File: src/rtl/cfgspace_pkg.sv
package cfgspace_pkg;

    localparam int HDR_BYTES      = 64;
    localparam int HDR_WORDS      = HDR_BYTES / 4;
    localparam int WIDX_W         = $clog2(HDR_WORDS);
    localparam int NUM_BARS       = 6;
    localparam int BAR_FIRST_WORD = 4;
    localparam int BAR_LAST_WORD  = BAR_FIRST_WORD + NUM_BARS - 1;
    localparam int ROM_WORD       = 12;
    localparam int CMD_WORD       = 1;

    localparam logic [5:0] OFF_CMD      = 6'h04;
    localparam logic [5:0] OFF_STATUS   = 6'h06;
    localparam logic [5:0] OFF_CLSIZE   = 6'h0C;
    localparam logic [5:0] OFF_LATENCY  = 6'h0D;
    localparam logic [5:0] OFF_INT_LINE = 6'h3C;

    localparam logic [31:0] ROM_PROBE = 32'hFFFF_FFFE;

    typedef enum logic [1:0] {
        WK_NONE,
        WK_LANES,
        WK_BAR,
        WK_ROM
    } wr_kind_e;

    typedef struct packed {
        logic              err;
        wr_kind_e          kind;
        logic [3:0]        lane_mask;
        logic [WIDX_W-1:0] word_idx;
        logic [1:0]        lane;
    } acc_dec_t;

    function automatic logic size_legal(input logic [2:0] sz);
        return (sz == 3'd1) || (sz == 3'd2) || (sz == 3'd4);
    endfunction

    function automatic logic offset_aligned(input logic [5:0] off, input logic [2:0] sz);
        logic ok;
        case (sz)
            3'd2:    ok = (off[0] == 1'b0);
            3'd4:    ok = (off[1:0] == 2'b00);
            default: ok = 1'b1;
        endcase
        return ok;
    endfunction

    function automatic logic [31:0] width_mask(input logic [2:0] sz);
        logic [31:0] m;
        case (sz)
            3'd1:    m = 32'h0000_00FF;
            3'd2:    m = 32'h0000_FFFF;
            default: m = 32'hFFFF_FFFF;
        endcase
        return m;
    endfunction

    function automatic logic [31:0] bar_fixed_bits(input logic [31:0] cur);
        return cur[0] ? 32'h0000_0003 : 32'h0000_000F;
    endfunction

endpackage

File: src/rtl/cfg_access_decode.sv
module cfg_access_decode
    import cfgspace_pkg::*;
(
    input  logic       write,
    input  logic [5:0] offset,
    input  logic [2:0] size,
    output acc_dec_t   dec
);

    logic legal;

    assign legal = size_legal(size) && offset_aligned(offset, size);

    always_comb begin
        dec           = '0;
        dec.kind      = WK_NONE;
        dec.word_idx  = offset[5:2];
        dec.lane      = offset[1:0];
        if (!legal) begin
            dec.err = 1'b1;
        end else if (write) begin
            case (size)
                3'd1: begin
                    if (offset == OFF_INT_LINE || offset == OFF_CLSIZE ||
                        offset == OFF_LATENCY) begin
                        dec.kind      = WK_LANES;
                        dec.lane_mask = 4'b0001 << offset[1:0];
                    end else begin
                        dec.err = 1'b1;
                    end
                end
                3'd2: begin
                    if (offset == OFF_CMD || offset == OFF_STATUS ||
                        offset == OFF_CLSIZE) begin
                        dec.kind      = WK_LANES;
                        dec.lane_mask = 4'b0011 << offset[1:0];
                    end else begin
                        dec.err = 1'b1;
                    end
                end
                default: begin
                    if (int'(offset[5:2]) >= BAR_FIRST_WORD &&
                        int'(offset[5:2]) <= BAR_LAST_WORD) begin
                        dec.kind = WK_BAR;
                    end else if (int'(offset[5:2]) == ROM_WORD) begin
                        dec.kind = WK_ROM;
                    end else if (int'(offset[5:2]) == CMD_WORD) begin
                        dec.kind      = WK_LANES;
                        dec.lane_mask = 4'b0011;
                    end else begin
                        dec.kind = WK_NONE;
                    end
                end
            endcase
        end
    end

endmodule

File: src/rtl/cfg_bar_sizer.sv
module cfg_bar_sizer
    import cfgspace_pkg::*;
#(
    parameter logic [31:0] WINDOW = 32'h0000_1000
) (
    input  logic [31:0] cur,
    input  logic [31:0] wdata,
    output logic [31:0] nxt
);

    localparam logic [31:0] SIZE_MASK = ~(WINDOW - 32'd1);

    logic [31:0] fixed;

    always_comb begin
        fixed = bar_fixed_bits(cur);
        if (wdata == 32'hFFFF_FFFF) begin
            nxt = SIZE_MASK | (cur & fixed);
        end else begin
            nxt = (wdata & ~fixed) | (cur & fixed);
        end
    end

endmodule

File: src/rtl/cfg_header_regs.sv
module cfg_header_regs
    import cfgspace_pkg::*;
#(
    parameter logic [15:0] VENDOR_ID     = 16'hC0DE,
    parameter logic [15:0] DEVICE_ID     = 16'h51A7,
    parameter logic [7:0]  REVISION      = 8'h03,
    parameter logic [23:0] CLASS_CODE    = 24'h02_00_00,
    parameter logic [7:0]  HEADER_TYPE   = 8'h00,
    parameter logic [7:0]  INT_PIN       = 8'h01,
    parameter logic [15:0] SUBSYS_VENDOR = 16'hC0DE,
    parameter logic [15:0] SUBSYS_ID     = 16'h0042,
    parameter logic [NUM_BARS*32-1:0] BAR_INIT =
        {32'h0, 32'h0, 32'h0, 32'h0, 32'h0000_0001, 32'h0000_0008},
    parameter logic [NUM_BARS*32-1:0] BAR_SIZE =
        {32'h0, 32'h0, 32'h0, 32'h0, 32'h0000_0100, 32'h0000_1000}
) (
    input  logic        clk,
    input  logic        rst,
    input  logic        req_valid,
    input  logic        req_write,
    input  logic [5:0]  req_offset,
    input  logic [2:0]  req_size,
    input  logic [31:0] req_wdata,
    output logic        rsp_valid,
    output logic        rsp_error,
    output logic [31:0] rsp_rdata
);

    logic [HDR_WORDS-1:0][31:0] words_q;
    logic [HDR_WORDS-1:0][31:0] rst_img;
    logic [NUM_BARS-1:0][31:0]  bar_next;
    acc_dec_t                   dec;
    logic [31:0]                wlane;
    logic [31:0]                rword;
    logic [WIDX_W-1:0]          bar_sel;

    always_comb begin
        rst_img     = '0;
        rst_img[0]  = {DEVICE_ID, VENDOR_ID};
        rst_img[2]  = {CLASS_CODE, REVISION};
        rst_img[3]  = {8'h00, HEADER_TYPE, 16'h0000};
        for (int i = 0; i < NUM_BARS; i++) begin
            rst_img[BAR_FIRST_WORD + i] = BAR_INIT[i*32 +: 32];
        end
        rst_img[11] = {SUBSYS_ID, SUBSYS_VENDOR};
        rst_img[15] = {16'h0000, INT_PIN, 8'h00};
    end

    cfg_access_decode u_dec (
        .write  (req_write),
        .offset (req_offset),
        .size   (req_size),
        .dec    (dec)
    );

    for (genvar g = 0; g < NUM_BARS; g++) begin : g_bar
        cfg_bar_sizer #(
            .WINDOW (BAR_SIZE[g*32 +: 32])
        ) u_sizer (
            .cur   (words_q[BAR_FIRST_WORD + g]),
            .wdata (req_wdata),
            .nxt   (bar_next[g])
        );
    end

    assign wlane   = req_wdata << {dec.lane, 3'b000};
    assign rword   = words_q[dec.word_idx] >> {dec.lane, 3'b000};
    assign bar_sel = dec.word_idx - WIDX_W'(BAR_FIRST_WORD);

    always_ff @(posedge clk) begin
        if (rst) begin
            words_q   <= rst_img;
            rsp_valid <= 1'b0;
            rsp_error <= 1'b0;
            rsp_rdata <= '0;
        end else begin
            rsp_valid <= req_valid;
            rsp_error <= req_valid && dec.err;
            if (req_valid && !dec.err && !req_write) begin
                rsp_rdata <= rword & width_mask(req_size);
            end else begin
                rsp_rdata <= '0;
            end
            if (req_valid && req_write && !dec.err) begin
                case (dec.kind)
                    WK_LANES: begin
                        for (int b = 0; b < 4; b++) begin
                            if (dec.lane_mask[b]) begin
                                words_q[dec.word_idx][b*8 +: 8] <= wlane[b*8 +: 8];
                            end
                        end
                    end
                    WK_BAR: words_q[dec.word_idx] <= bar_next[bar_sel[2:0]];
                    WK_ROM: words_q[ROM_WORD] <= (req_wdata == ROM_PROBE) ?
                                                 32'hFFFF_FFFF : req_wdata;
                    default: ;
                endcase
            end
        end
    end


    odd_size_err_chk: assert property (@(posedge clk) disable iff (rst)
        (req_valid && req_size == 3'd3) |=> (rsp_error && rsp_rdata == 32'h0));


    rom_probe_chk: assert property (@(posedge clk) disable iff (rst)
        (req_valid && req_write && req_size == 3'd4 && req_offset == 6'h30 &&
         req_wdata == ROM_PROBE) |=> (words_q[ROM_WORD] == 32'hFFFF_FFFF));


    refused_stable_chk: assert property (@(posedge clk) disable iff (rst)
        (req_valid && rsp_valid == rsp_valid && dec.err) |=> $stable(words_q));


    idle_no_rsp_chk: assert property (@(posedge clk) disable iff (rst)
        !req_valid |=> (!rsp_valid && !rsp_error));

    for (genvar k = 0; k < NUM_BARS; k++) begin : g_bar_chk

        bar_type_hold_chk: assert property (@(posedge clk) disable iff (rst)
            1'b1 |=> $stable(words_q[BAR_FIRST_WORD + k][0]));
    end

endmodule

File: config.mk
export PLATFORM = sky130hd
export DESIGN_NAME = cfg_header_regs
export DESIGN_NICKNAME = d
export VERILOG_FILES = /design/src/rtl/cfgspace_pkg.sv /design/src/rtl/cfg_access_decode.sv /design/src/rtl/cfg_bar_sizer.sv /design/src/rtl/cfg_header_regs.sv
export SDC_FILE = /design/constraint.sdc
export NUM_CORES = 1
export LEC_CHECK = 0
export BUFFER_PORTS_ARGS = -buffer_cell sky130_fd_sc_hd__buf_2
export CAP_MARGIN = 20
export CORE_ASPECT_RATIO = 0.75
export CORE_MARGIN = 5
export CORE_UTILIZATION = 30
export DETAILED_ROUTE_END_ITERATION = 8
export GPL_TIMING_DRIVEN = 0
export HOLD_SLACK_MARGIN = 0.12
export SETUP_SLACK_MARGIN = 0.05
export SLEW_MARGIN = 20
export SYNTH_ARGS = -nofsm -noshare
export SYNTH_HDL_FRONTEND = slang
export SYNTH_SLANG_ARGS = --single-unit
File: constraint.sdc
create_clock -name clk -period 6.1 [get_ports clk]
set_input_delay 0.61 -clock clk [delete_from_list [all_inputs] [get_ports clk]]
set_output_delay 0.61 -clock clk [all_outputs]
set_load 0.05 [all_outputs]
==> key figures <==
Status
  – Run status: finished, violations left
  – Violated checks: negative setup slack

Clock tree
  – Cts bufs inserted: 52
  – Max Buffers Root-to-Sink: 3
  – Hold bufs inserted after CTS: 0
  – Clk sinks: 546
  – H-tree depth: 2
  – CTS tree: built
  – Clock-pin slew on the worst setup and hold paths: 0.06 ns
  – Clock latency on the worst-skew pair: 0.65 ns
  – Root Buffer Master: clkbuf_16

Power
  – Pint: 5.70 mW
  – Sw Ratio: 26.3%
  – PwrDens: 279 nW/um^2
  – Logic pwr share: 7.9%
  – Net Switching: 2.04 mW
  – Clock share of power: 46.0%
  – Pwr Total: 7.74 mW
  – P_leak: 9.97 nW
  – Sequential power share: 46.1%
  – Peak VDD IR: 0.205 mV

Drt
  – M1 wire length: 46.8 mm
  – WL per Instance: 30.4 um
  – Top layer in use: met5
  – First drt pass iteration count: 6
  – Drt initial violations: 4016
  – Drt drc: 0
  – Routed length on met3: 19.1 mm
  – Met2 wire len: 42.2 mm
  – Via Count: 22600
  – Drt via density: 6.15
  – Final antenna-violating net count: 0
  – Total wire length: 112 mm

Floorplanning
  – Initial core utilization: 30.1%
  – Placeable core area: 80200 sq um
  – Die Ht: 256 um
  – Die W: 338 um
  – Num ports: 79
  – Row count: 90
  – Full die area: 86400 sq um

Yosys
  – Net count after synthesis: 2507
  – Prevailing post-synth register cell: dfxtp_1
  – Seq/Total Area, Yosys: 45.2%
  – Synth area leaders: dfxtp_1 (45%), mux4_2 (13%), a211oi_1 (5.3%)
  – Mapped Area: 24200 sq um
  – Post-Synthesis Cells: 2455
  – Mean Syn Cell Area: 9.85 sq um
  – YS warnings: 0
  – Distinct cell type count after synthesis: 78
  – Share of the synthesized area in the top cell type: 45.2%
  – Post-synth EDFFs: 0
  – Asr flop ratio synth: 0%
  – Synth area leader: dfxtp_1
  – Yosys reg bits: 546

Critical path
  – CP Launch Type: primary input
  – Delay-heaviest family, CP: buffers and inverters
  – Buf/Inv on CP: 9
  – WP data required: 6.66 ns
  – CP max stage delay: 0.58 ns
  – Crit path max fanout: 10
  – Worst path slowest cell: clkbuf_1
  – Critical path arrival: 6.71 ns
  – Critical path class: in -> reg
  – Setup crit end kind: register
  – Most used cell, CP: clkbuf_1
  – Cells along the critical path: clkbuf_1 -> buf_2 -> clkbuf_4 -> nor2_1 -> nand2_1 -> clkbuf_1 -> clkbuf_1 -> a21oi_1 -> ha_1 -> and2_1 -> and4_1 -> clkbuf_1 -> buf_4 -> a31oi_1 -> buf_2 -> buf_2 -> nand2_1 -> o21ai_0

Placement
  – Port Buf Inserts: 65
  – Post-detail-place hpwl: 83.5 mm
  – DP Area: 25900 sq um
  – Setup WS pre-CTS: -2.10 ns
  – Placer Congestion: 1.07
  – Placed Cells: 3579

Final layout
  – Area Growth Syn to Fin: 14.9%
  – Most frequent cells in the layout: dfxtp_1 (546), nand2_1 (245), nor2_1 (236), a211oi_1 (169), buf_2 (143)
  – Commonest non-fill, non-tap cell in the layout: dfxtp_1
  – Final Cell Area: 27800 sq um
  – Area taken by multi-input logic gates: 12200 sq um
  – Layout Nets: 2627
  – Layout Utilization: 34.6%
  – Share of layout cells above drive strength 1: 17.3%
  – Non-filler cells, final: 3680
  – Register area: 10900 sq um
  – # fillers: 8217

Global route
  – Initial antenna violation count: 12
  – Pin count of the biggest net entering global routing: 27
  – Vias in the first global route: 19900
  – Overall routing resource usage: 24.7%
  – Grt ovf: 0
  – First-pass GRT wire length: 155 mm

STA
  – Worst slew margin: 12.3%
  – Post-layout min period: 6.16 ns
  – Worst setup margin: -0.0550 ns
  – Slew at the pin closest to its max-slew limit: 1.32 ns
  – Slew Viols, Final: 0
  – Setup tns final: -0.201 ns
  – RSZ-0062 raised after global routing: no
  – Clock Skew: 0.0363 ns
  – Fin crit share: 101%
  – Hold WS: 0.311 ns
  – Setup-failing EPs final: 11
  – Final Hold Fails: 0
  – Fmax: 162 MHz

Flow run
  – Max-cap viol count: 0

Min path
  – HP Class: in -> reg
==> flip-flops by register name, indices dropped and copies added, names as in the netlist <==
signal and flops:
rsp_rdata 32, words_q 512, rsp_error 1, rsp_valid 1
==> cells in the mapped netlist, drive strengths merged (8+ instances only) <==
library cell  instances
a31oi                18
nor2b                19
a22o                 18
nand4                27
and2                 50
nand2b               13
a211oi              170
o211ai               16
a21oi               112
o2bb2ai              87
or2                   8
clkbuf              131
nor4                  9
o21ai               129
mux2i                31
dfxtp               546
a21o                 26
nand3                70
buf                  99
nand2               245
mux2                 10
nor2                240
o22ai                 9
and3                 68
nor3                 36
a31o                  8
inv                  19
o31ai                16
mux4                140
==> repair_timing <==
action | 4_1_cts | 5_1_grt
endpoints found under the setup margin | 498 | 449
gates resized for setup | 8 | 10
buffers inserted | 5 | 0
endpoints found under the hold margin | 0 | 0
pin swaps | 2 | 0
==> routing by layer <==
metal  GRT usage [%]  vias up
met5            1.40        -
met4            6.57        6
met3            11.8      266
met2            31.9     1863
met1            36.3    11100
li1                -     9350
==> path summary, 6_finish.rpt <==
check                startpoint      endpoint  slack (ns)  cells after the start
setup / recovery  req_offset[3]  words_q[316]       -0.06                     18
hold / removal    req_wdata[17]  words_q[401]        0.31                      3
setup reg to reg   words_q[225]  words_q[385]        3.64                      5
hold reg to reg     words_q[99]   words_q[99]        0.44                      2
==> worst reg2reg max path: stages (launching register included) <==
cell and delay [ns]:
dfxtp_1 0.31, mux4_2 0.50, o21ai_0 0.91, o21ai_0 0.17, a221oi_1 0.30, nor3_1 0.10
==> power groups by stage <==
stage	registers [mW]	logic [mW]	clock network (mW)
after floorplan	3.65	0.297	0
after global placement	3.65	0.569	0
after detailed placement	3.65	0.570	0
after CTS	3.57	0.571	3.56
after global routing	3.56	0.609	3.70
final	3.56	0.611	3.56
==> logic make-up (layout without fill, tap and decap cells) <==
logic type	count (synthesis)	count (layout)	share of synthesized area [%]
and+or+nand+nor	807	807	16.2
AOI/OAI and AO/OA	662	662	18.9
DFF	546	546	45.2
buffers and inverters	251	410	4.41
muxes	181	181	14.8
adders and majority gates	7	7	0.362
xor gates and xnor gates	1	1	0.0362
other	0	8	0
==> cell type report <==
cell class                 count  share of cell area (%)
antenna                        8                  0.0721
buffer                       225                    3.54
clock buffer                  71                    5.30
clock inverter                22                    1.26
inverter                      21                   0.293
multi-input combinational   1658                    44.1
sequential                   546                    39.4
tap                         1058                    4.77
timing repair buffer          71                    1.35
(Power assumes the default switching activity.)
